===== config.mk =====
export PLATFORM = sky130hd
export DESIGN_NAME = dma_act_router
export DESIGN_NICKNAME = d
export VERILOG_FILES = /design/src/rtl/dar_pkg.sv /design/src/rtl/dar_rst_sync.sv /design/src/rtl/dar_owner_map.sv /design/src/rtl/dar_pend_chan.sv /design/src/rtl/dar_prio_grant.sv /design/src/rtl/dma_act_router.sv
export SDC_FILE = /design/constraint.sdc
export NUM_CORES = 1
export LEC_CHECK = 0
export BUFFER_PORTS_ARGS = -buffer_cell sky130_fd_sc_hd__buf_2
export CELL_PAD_IN_SITES_DETAIL_PLACEMENT = 0
export CELL_PAD_IN_SITES_GLOBAL_PLACEMENT = 1
export CORE_MARGIN = 5
export CORE_UTILIZATION = 44
export DETAILED_ROUTE_END_ITERATION = 10
export HOLD_SLACK_MARGIN = 0.03
export PLACE_DENSITY = 0.88
export RECOVER_POWER = 25
export SYNTH_ARGS = -nofsm -noshare
export SYNTH_HDL_FRONTEND = slang
export SYNTH_HIERARCHICAL = 1
export SYNTH_SLANG_ARGS = --single-unit

===== constraint.sdc =====
create_clock -name clk -period 2.27 [get_ports clk]
set_clock_uncertainty 0.15 [all_clocks]
set_input_delay 0.227 -clock clk [delete_from_list [all_inputs] [get_ports clk]]
set_output_delay 0.227 -clock clk [all_outputs]
set_load 0.05 [all_outputs]

===== src/rtl/dar_pkg.sv =====
package dar_pkg;

  // How a source's flag is cleared once DMA owns it.
  typedef enum logic {
    CLR_AT_START  = 1'b0,
    CLR_AT_ACCESS = 1'b1
  } clr_mode_e;

  function automatic clr_mode_e mode_of(input logic access_bit);
    return access_bit ? CLR_AT_ACCESS : CLR_AT_START;
  endfunction

endpackage


===== src/rtl/dar_rst_sync.sv =====
module dar_rst_sync (
  input  logic clk,
  input  logic rst_n,
  output logic rst_sync_n
);
  logic [1:0] sync_q;

  always_ff @(posedge clk or negedge rst_n) begin
    if (!rst_n) sync_q <= '0;
    else        sync_q <= {sync_q[0], 1'b1};
  end

  assign rst_sync_n = sync_q[1];
endmodule


===== src/rtl/dar_owner_map.sv =====
// For every source: which enabled channel owns it (lowest index wins)
// and whether that owner takes it exclusively.
module dar_owner_map #(
  parameter int NUM_CH  = 4,
  parameter int NUM_SRC = 8,
  parameter int SEL_W   = 3
) (
  input  logic [NUM_CH*SEL_W-1:0]          cfg_sel,
  input  logic [NUM_CH-1:0]                cfg_en,
  input  logic [NUM_CH-1:0]                cfg_excl,
  output logic [NUM_SRC-1:0][NUM_CH-1:0]   owner_oh,
  output logic [NUM_SRC-1:0]               dma_excl
);
  for (genvar s = 0; s < NUM_SRC; s++) begin : g_src
    logic [NUM_CH-1:0] hit;
    for (genvar c = 0; c < NUM_CH; c++) begin : g_ch
      assign hit[c] = cfg_en[c] && (cfg_sel[c*SEL_W +: SEL_W] == SEL_W'(s));
    end
    assign owner_oh[s] = hit & ~(hit - NUM_CH'(1));
    assign dma_excl[s] = |(owner_oh[s] & cfg_excl);
  end
endmodule


===== src/rtl/dar_pend_chan.sv =====
// One channel's pending latch: set by an edge of its source, dropped by
// acknowledge or by disabling the channel. A new edge beats an acknowledge.
module dar_pend_chan (
  input  logic clk,
  input  logic rst_n,
  input  logic en,
  input  logic rise,
  input  logic ack_ok,
  output logic pend
);
  logic pend_q;
  logic pend_d;
  logic pend_ce;

  always_comb begin
    pend_ce = rise | ack_ok | ~en;
    pend_d  = en & (rise | (pend_q & ~ack_ok));
  end

  always_ff @(posedge clk or negedge rst_n) begin
    if (!rst_n)       pend_q <= 1'b0;
    else if (pend_ce) pend_q <= pend_d;
  end

  assign pend = pend_q;
endmodule


===== src/rtl/dar_prio_grant.sv =====
// Fixed priority: bit 0 first.
module dar_prio_grant #(
  parameter int NUM_CH = 4
) (
  input  logic [NUM_CH-1:0] pend,
  input  logic [NUM_CH-1:0] ack,
  output logic [NUM_CH-1:0] req,
  output logic [NUM_CH-1:0] ack_ok
);
  always_comb begin
    req    = pend & ~(pend - NUM_CH'(1));
    ack_ok = ack & req;
  end
endmodule


===== src/rtl/dma_act_router.sv =====
module dma_act_router #(
  parameter int                 NUM_CH          = 4,
  parameter int                 NUM_SRC         = 8,
  parameter logic [NUM_SRC-1:0] ACCESS_CLR_MASK = 'hE0
) (
  input  logic                                          clk,
  input  logic                                          rst_n,
  input  logic [NUM_SRC-1:0]                            src_flag,
  input  logic [NUM_SRC-1:0]                            dreg_hit,
  input  logic [NUM_CH*((NUM_SRC>1)?$clog2(NUM_SRC):1)-1:0] cfg_sel,
  input  logic [NUM_CH-1:0]                             cfg_en,
  input  logic [NUM_CH-1:0]                             cfg_excl,
  input  logic [NUM_CH-1:0]                             dma_ack,
  output logic [NUM_CH-1:0]                             dma_req,
  output logic [NUM_SRC-1:0]                            src_clr,
  output logic [NUM_SRC-1:0]                            cpu_irq
);
  import dar_pkg::*;

  localparam int SEL_W = (NUM_SRC > 1) ? $clog2(NUM_SRC) : 1;

  logic                             rst_sync_n;
  logic [NUM_SRC-1:0]               flag_q;
  logic [NUM_SRC-1:0]               rise;
  logic [NUM_CH-1:0]                rise_sel;
  logic [NUM_CH-1:0]                pend;
  logic [NUM_CH-1:0]                ack_ok;
  logic [NUM_SRC-1:0][NUM_CH-1:0]   owner_oh;
  logic [NUM_SRC-1:0]               dma_excl;
  logic [NUM_SRC-1:0]               clr_d;
  logic [NUM_SRC-1:0]               clr_q;
  logic [NUM_SRC-1:0]               cpu_d;
  logic [NUM_SRC-1:0]               cpu_q;

  dar_rst_sync u_rst (
    .clk        (clk),
    .rst_n      (rst_n),
    .rst_sync_n (rst_sync_n)
  );

  // Edge detection on the request flags.
  always_comb rise = src_flag & ~flag_q;

  always_ff @(posedge clk or negedge rst_sync_n) begin
    if (!rst_sync_n) flag_q <= '0;
    else             flag_q <= src_flag;
  end

  dar_owner_map #(
    .NUM_CH  (NUM_CH),
    .NUM_SRC (NUM_SRC),
    .SEL_W   (SEL_W)
  ) u_owner (
    .cfg_sel  (cfg_sel),
    .cfg_en   (cfg_en),
    .cfg_excl (cfg_excl),
    .owner_oh (owner_oh),
    .dma_excl (dma_excl)
  );

  for (genvar c = 0; c < NUM_CH; c++) begin : g_chan
    assign rise_sel[c] = rise[cfg_sel[c*SEL_W +: SEL_W]];

    dar_pend_chan u_pend (
      .clk    (clk),
      .rst_n  (rst_sync_n),
      .en     (cfg_en[c]),
      .rise   (rise_sel[c]),
      .ack_ok (ack_ok[c]),
      .pend   (pend[c])
    );
  end

  dar_prio_grant #(
    .NUM_CH (NUM_CH)
  ) u_grant (
    .pend   (pend),
    .ack    (dma_ack),
    .req    (dma_req),
    .ack_ok (ack_ok)
  );

  // Clear pulse per source, chosen by the source's clear mode.
  for (genvar s = 0; s < NUM_SRC; s++) begin : g_clr
    logic start_hit;
    assign start_hit = |(owner_oh[s] & ack_ok & cfg_excl);

    always_comb begin
      unique case (mode_of(ACCESS_CLR_MASK[s]))
        CLR_AT_ACCESS: clr_d[s] = dreg_hit[s] & dma_excl[s];
        default:       clr_d[s] = start_hit;
      endcase
    end
  end

  // CPU sees a flag unless an exclusive owner consumes it.
  always_comb cpu_d = src_flag & ~dma_excl;

  always_ff @(posedge clk or negedge rst_sync_n) begin
    if (!rst_sync_n) begin
      clr_q <= '0;
      cpu_q <= '0;
    end else begin
      clr_q <= clr_d;
      cpu_q <= cpu_d;
    end
  end

  assign src_clr = clr_q;
  assign cpu_irq = cpu_q;

endmodule


==> results of run 1 <==
-- through the flow --
step	cells	hold slack [ns]	setup WS (ns)	total power [W]
floorplan	192	-0.219	0.0213	0.000821
global placement	309	-0.137	0.364	0.000930
detailed placement	309	-0.136	0.346	0.000936
CTS	329	0.0630	0.522	0.00164
global route	329	0.0929	0.339	0.00170
finish	329	0.0507	0.468	0.00163
-- final cells by class --
type	count	area [µm²]	area share (%)
clock inverters	2	60.1	2.19
well taps	67	83.8	3.05
flip-flops and latches	30	751	27.3
clock buffers	6	82.6	3.01
repair buffers	70	408	14.9
multi-input cells	154	1360	49.5
-- cells in the final DEF (no fill, tap or decap), types with 5 or more instances in the layout --
master,n
buf_2,50
dfrtp_1,30
nor2b_1,16
dlygate4sd3_1,12
and2_1,11
a32oi_1,10
nand2_1,8
nand2b_1,8
a22oi_1,8
a2111oi_2,7
nor3_1,7
a21oi_1,7
o21ai_0,7
clkbuf_8,6
clkbuf_1,6
and4b_1,6
and4bb_2,6
mux4_1,5
nor4_1,5
-- power by group through the flow --
| stage | Combinational, W | Sequential, W | Clock, W |
|---|---|---|---|
| after floorplan | 0.000180 | 0.000641 | 0 |
| after global placement | 0.000339 | 0.000591 | 0 |
| after detailed placement | 0.000344 | 0.000592 | 0 |
| after CTS | 0.000361 | 0.000581 | 0.000702 |
| after global routing | 0.000387 | 0.000585 | 0.000728 |
| final | 0.000363 | 0.000580 | 0.000689 |
-- per-layer routing --
layer	part of all wire [%]	routed length [µm]	global-route usage (%)
met2	48	2920	31.0
met4	1.4	86	6.59
met5	0	0	0
met3	6.9	418	3.36
met1	43	2600	26.5
-- worst max-delay path by stage --
stage	start	endpoint	slack (ns)	cells after the start
detailed placement	cfg_sel[9]	cpu_irq[0]	0.35	6
global placement	cfg_sel[9]	cpu_irq[0]	0.36	6
global route	src_flag[7]	g_chan[2].u_pend/pend	0.34	6
floorplan	g_chan[1].u_pend/pend	src_clr[0]	0.02	5
finish	src_flag[7]	g_chan[2].u_pend/pend	0.47	6
CTS	src_flag[7]	g_chan[2].u_pend/pend	0.52	6
-- repair_timing --
action / CTS / global route
hold buffers: 12 / 0
gates resized for setup: 0 / 0
hold endpoints to repair: 13 / 0
-- flip-flops by register name (all words and copies together), names as in the netlist --
signal,flops
src_clr,8
cpu_irq,8
u_rst/sync_q,2
g_chan.u_pend/pend,4
flag_q,8
-- critical path: stages --
cell and delay, ns:
dlygate4sd3_1 0.52, clkbuf_1 0.13, nand2b_1 0.14, mux4_1 0.51, mux2i_1 0.20, o21a_1 0.15
==> impl_metrics.tcl, run 1 <==
set metrics [dict create \
    hold_viol_final 0 \
    num-fill-cells 447 \
    cts-root-buf "clkbuf_8" \
    intPower_w 0.00117 \
    synthCells 192 \
    final_cell_area_um2 2750 \
    synth_nets 234 \
    hpwl_um 4440 \
    num_vias 1961 \
    fp.coreArea_um2 4750 \
    grt_pass1_wl_um 9610 \
    vias_per_cell 5.96 \
    place_area_um2 2490 \
    slew_headroom_pct 56.2 \
    ant_nets 0 \
    start_kind "input pin" \
    die_width_um 80.4 \
    slew_violations 0 \
    final_util_pct 57.7 \
    grt_usage_pct 19.4 \
    area_growth_pct 25.9 \
    r2r_cells 4 \
    finalSetupTns_ns 0 \
    rsz0062_at_grt "false" \
    setup_viol 0 \
    max_freq_mhz 555 \
    fp.dieH_um 80.4 \
    status "completed" \
    gp_congestion 0.886 \
    cts_setup_buffers 0 \
    r2r-start "flag_q[7]" \
    htreeDepth 2 \
    io_buffers 56 \
    wire_per_inst_um 18.3 \
    finalWorstPathRequiredPeriod_ns 1.80 \
    power_frac_seq_pct 35.6 \
    powerDensity_nw_per_um2 594 \
    dr.pass1.iters 5 \
    drive_gt1_share_pct 34.0 \
    p_clk_share_pct 42.2 \
    cp-end-kind "flip-flop" \
    finalNetCount 303 \
    cts_tree "built" \
    cp.required_ns 2.35 \
    ctsLongestPathBuffers 2 \
    grt-ovfl-total 0 \
    ios 62 \
    cts.sinks 30 \
    die-area_um2 6460 \
    cts_made_buffers 5 \
    rrSetupSlack_ns 0.65 \
    clk_pin_slew_worst_paths_ns 0.07 \
    antenna_found_initial 0 \
    comb_power_share_pct 22.2 \
    hold_path_class "reg2async" \
    worstMarginPinSlew_ns 0.656 \
    drc_errors 0 \
    net-switching-power_w 0.000459 \
    peakVddDrop_mv 0.327 \
    grt_max_degree 18 \
    ys_warn_count 6 \
    p_leak_nw 1.17 \
    antennaDiodeCount 0 \
    cap_violations 0 \
    cp_max_fo 4 \
    rows 25 \
    min_period_over_period_pct 79.4 \
    routed_wl_um 6030 \
    start_util_pct 45.9 \
    avgSynthCellArea_um2 11.4 \
    grt_pass1_vias 1934 \
    clkLatencyLatePin_ns 0.28 \
    drt_iter0_drc 184 \
    swShare_pct 28.2 \
    crit_arrival_ns 1.88 \
    synth_area_um2 2180 \
    reg2reg_to "g_chan[2].u_pend/pend" \
    path_class "in2reg" \
]
No activity file was read; power rests on OpenSTA's default activity.
==> inputs of run 2 (changes only) <==
--- a/config.mk
+++ b/config.mk
@@ -9,10 +9,10 @@
 export CELL_PAD_IN_SITES_DETAIL_PLACEMENT = 0
 export CELL_PAD_IN_SITES_GLOBAL_PLACEMENT = 1
 export CORE_MARGIN = 5
-export CORE_UTILIZATION = 44
+export CORE_UTILIZATION = 37
 export DETAILED_ROUTE_END_ITERATION = 10
 export HOLD_SLACK_MARGIN = 0.03
-export PLACE_DENSITY = 0.88
+export PLACE_DENSITY = 0.79
 export RECOVER_POWER = 25
 export SYNTH_ARGS = -nofsm -noshare
 export SYNTH_HDL_FRONTEND = slang
==> constraint.sdc (replaced) <==
create_clock -name clk -period 1.5 [get_ports clk]
set_clock_uncertainty 0.15 [all_clocks]
set_input_delay 0.15 -clock clk [delete_from_list [all_inputs] [get_ports clk]]
set_output_delay 0.15 -clock clk [all_outputs]
set_load 0.05 [all_outputs]
==> impl_metrics.tcl, run 2 (synthesized netlist as in run 1, its figures left out) <==
set metrics [dict create \
    antenna_found_initial 0 \
    fin_cells 391 \
    cts_tree "built" \
    htreeDepth 2 \
    grt_pass1_wl_um 11400 \
    ctsLongestPathBuffers 2 \
    die_width_um 86.8 \
    io_buffers 56 \
    routed_wl_um 7130 \
    whs_ns 0.104 \
    slew_headroom_pct 52.4 \
    peakVddDrop_mv 0.428 \
    power_frac_seq_pct 33.5 \
    slew_violations 0 \
    die-area_um2 7530 \
    crit_start "flag_q[2]" \
    cts_setup_buffers 0 \
    rrSetupSlack_ns -0.06 \
    hold_viol_final 0 \
    setup_viol 6 \
    fp.dieH_um 86.8 \
    r2r-start "flag_q[2]" \
    layout_common_cells "buf_2, buf_4, dfrtp_1" \
    p_clk_share_pct 39.3 \
    cp-end-kind "flip-flop" \
    grt-ovfl-total 0 \
    intPower_w 0.00189 \
    rows 28 \
    total_power_w 0.00264 \
    min_period_over_period_pct 104 \
    ant_nets 0 \
    swShare_pct 28.1 \
    dr.pass1.iters 4 \
    comb_power_share_pct 27.2 \
    rsz0062_at_grt "true" \
    cap_violations 0 \
    wire_per_inst_um 18.2 \
    net-switching-power_w 0.000742 \
    start_util_pct 37.5 \
    drive_gt1_share_pct 54.4 \
    cp.required_ns 1.56 \
    hpwl_um 5430 \
    gp_congestion 0.872 \
    layout_commonest_cell "buf_2" \
    cts_made_buffers 5 \
    r2r_cells 4 \
    vias_per_cell 5.58 \
    fp.coreArea_um2 5820 \
    grt_pass1_vias 2186 \
    crit_arrival_ns 1.62 \
    worstHoldPathCells 3 \
    holdCritStartpoint "cfg_en[2]" \
    cp_max_fo 4 \
    cts.sinks 30 \
    finalNetCount 357 \
    start_kind "flip-flop" \
    drt_iter0_drc 186 \
    drc_errors 0 \
    reg2reg_to "g_chan[1].u_pend/pend" \
    clk_pin_slew_worst_paths_ns 0.07 \
    max_freq_mhz 643 \
    worstMarginPinSlew_ns 0.714 \
    hold_end "g_chan[2].u_pend/pend" \
    grt_max_degree 29 \
    area_growth_pct 51.1 \
    worst_slack_ns -0.0557 \
    place_inst 370 \
    path_class "reg2reg" \
    failed_checks "setup timing" \
    ios 62 \
    cts-root-buf "clkbuf_8" \
    status "finished with violations" \
    grt_usage_pct 19.9 \
    hold_path_class "in2reg" \
    num_vias 2182 \
    antennaDiodeCount 0 \
    clkLatencyLatePin_ns 0.28 \
    powerDensity_nw_per_um2 800 \
    finalWorstPathRequiredPeriod_ns 1.56 \
    p_leak_nw 1.51 \
    final_util_pct 56.6 \
]
==> run 2: per-stage QoR <==
step           worst slack [ns]  setup TNS [ns]  area [µm²]
6_report                -0.0557          -0.187        3290
5_1_grt                 -0.0929          -0.671        3290
4_1_cts                 -0.0547          -0.255        3250
3_5_place_dp             -0.245           -2.49        2930
3_3_place_gp             -0.233           -2.28        2930
2_1_floorplan            -0.399           -2.80        2210
==> run 2: worst max path at each step <==
stage / slack, ns / depth (start not counted) / end
6_report: -0.06 / 4 / g_chan[1].u_pend/pend
5_1_grt: -0.09 / 4 / g_chan[1].u_pend/pend
4_1_cts: -0.05 / 4 / g_chan[2].u_pend/pend
3_5_place_dp: -0.24 / 6 / cpu_irq[0]
3_3_place_gp: -0.23 / 6 / cpu_irq[0]
2_1_floorplan: -0.40 / 5 / src_clr[2]
==> run 2: power groups by stage <==
stage / clock network (W) / logic (W) / registers [W]
after CTS: 0.00106 / 0.000695 / 0.000882
after global routing: 0.00110 / 0.000764 / 0.000888
final: 0.00104 / 0.000718 / 0.000883
after floorplan: 0 / 0.000280 / 0.000976
after detailed placement: 0 / 0.000639 / 0.000896
after global placement: 0 / 0.000633 / 0.000895
==> run 2: layout make-up <==
cell class,count,area (µm²)
sequential,30,753
clock buffer,6,82.6
timing repair buffer,124,860
fill,527,2520
tap,75,93.8
multi-input combinational,154,1450
clock inverter,2,60.1
==> run 2: metal layers <==
metal	routed length (µm)	global-route usage, %	up-vias	share of wire, %
li1	-	-	1009	-
met1	3090	26.8	1078	43
met2	3420	31.9	86	48
met3	488	3.80	9	6.8
met4	125	6.80	0	1.8
met5	0	0	-	0
==> run 2: critical path: stages, from the launching register on <==
cell and delay [ns]:
dfrtp_1 0.36, nand2b_4 0.16, mux4_2 0.48, mux2i_2 0.20
o21a_1 0.13
==> run 2: what timing repair did <==
action / CTS / global route
hold endpoints to repair: 20 / 0
gates cloned: 0 / 0
pin swaps: 5 / 2
gates resized for setup: 17 / 15
hold buffers: 13 / 0
endpoints found under the setup margin: 12 / 15
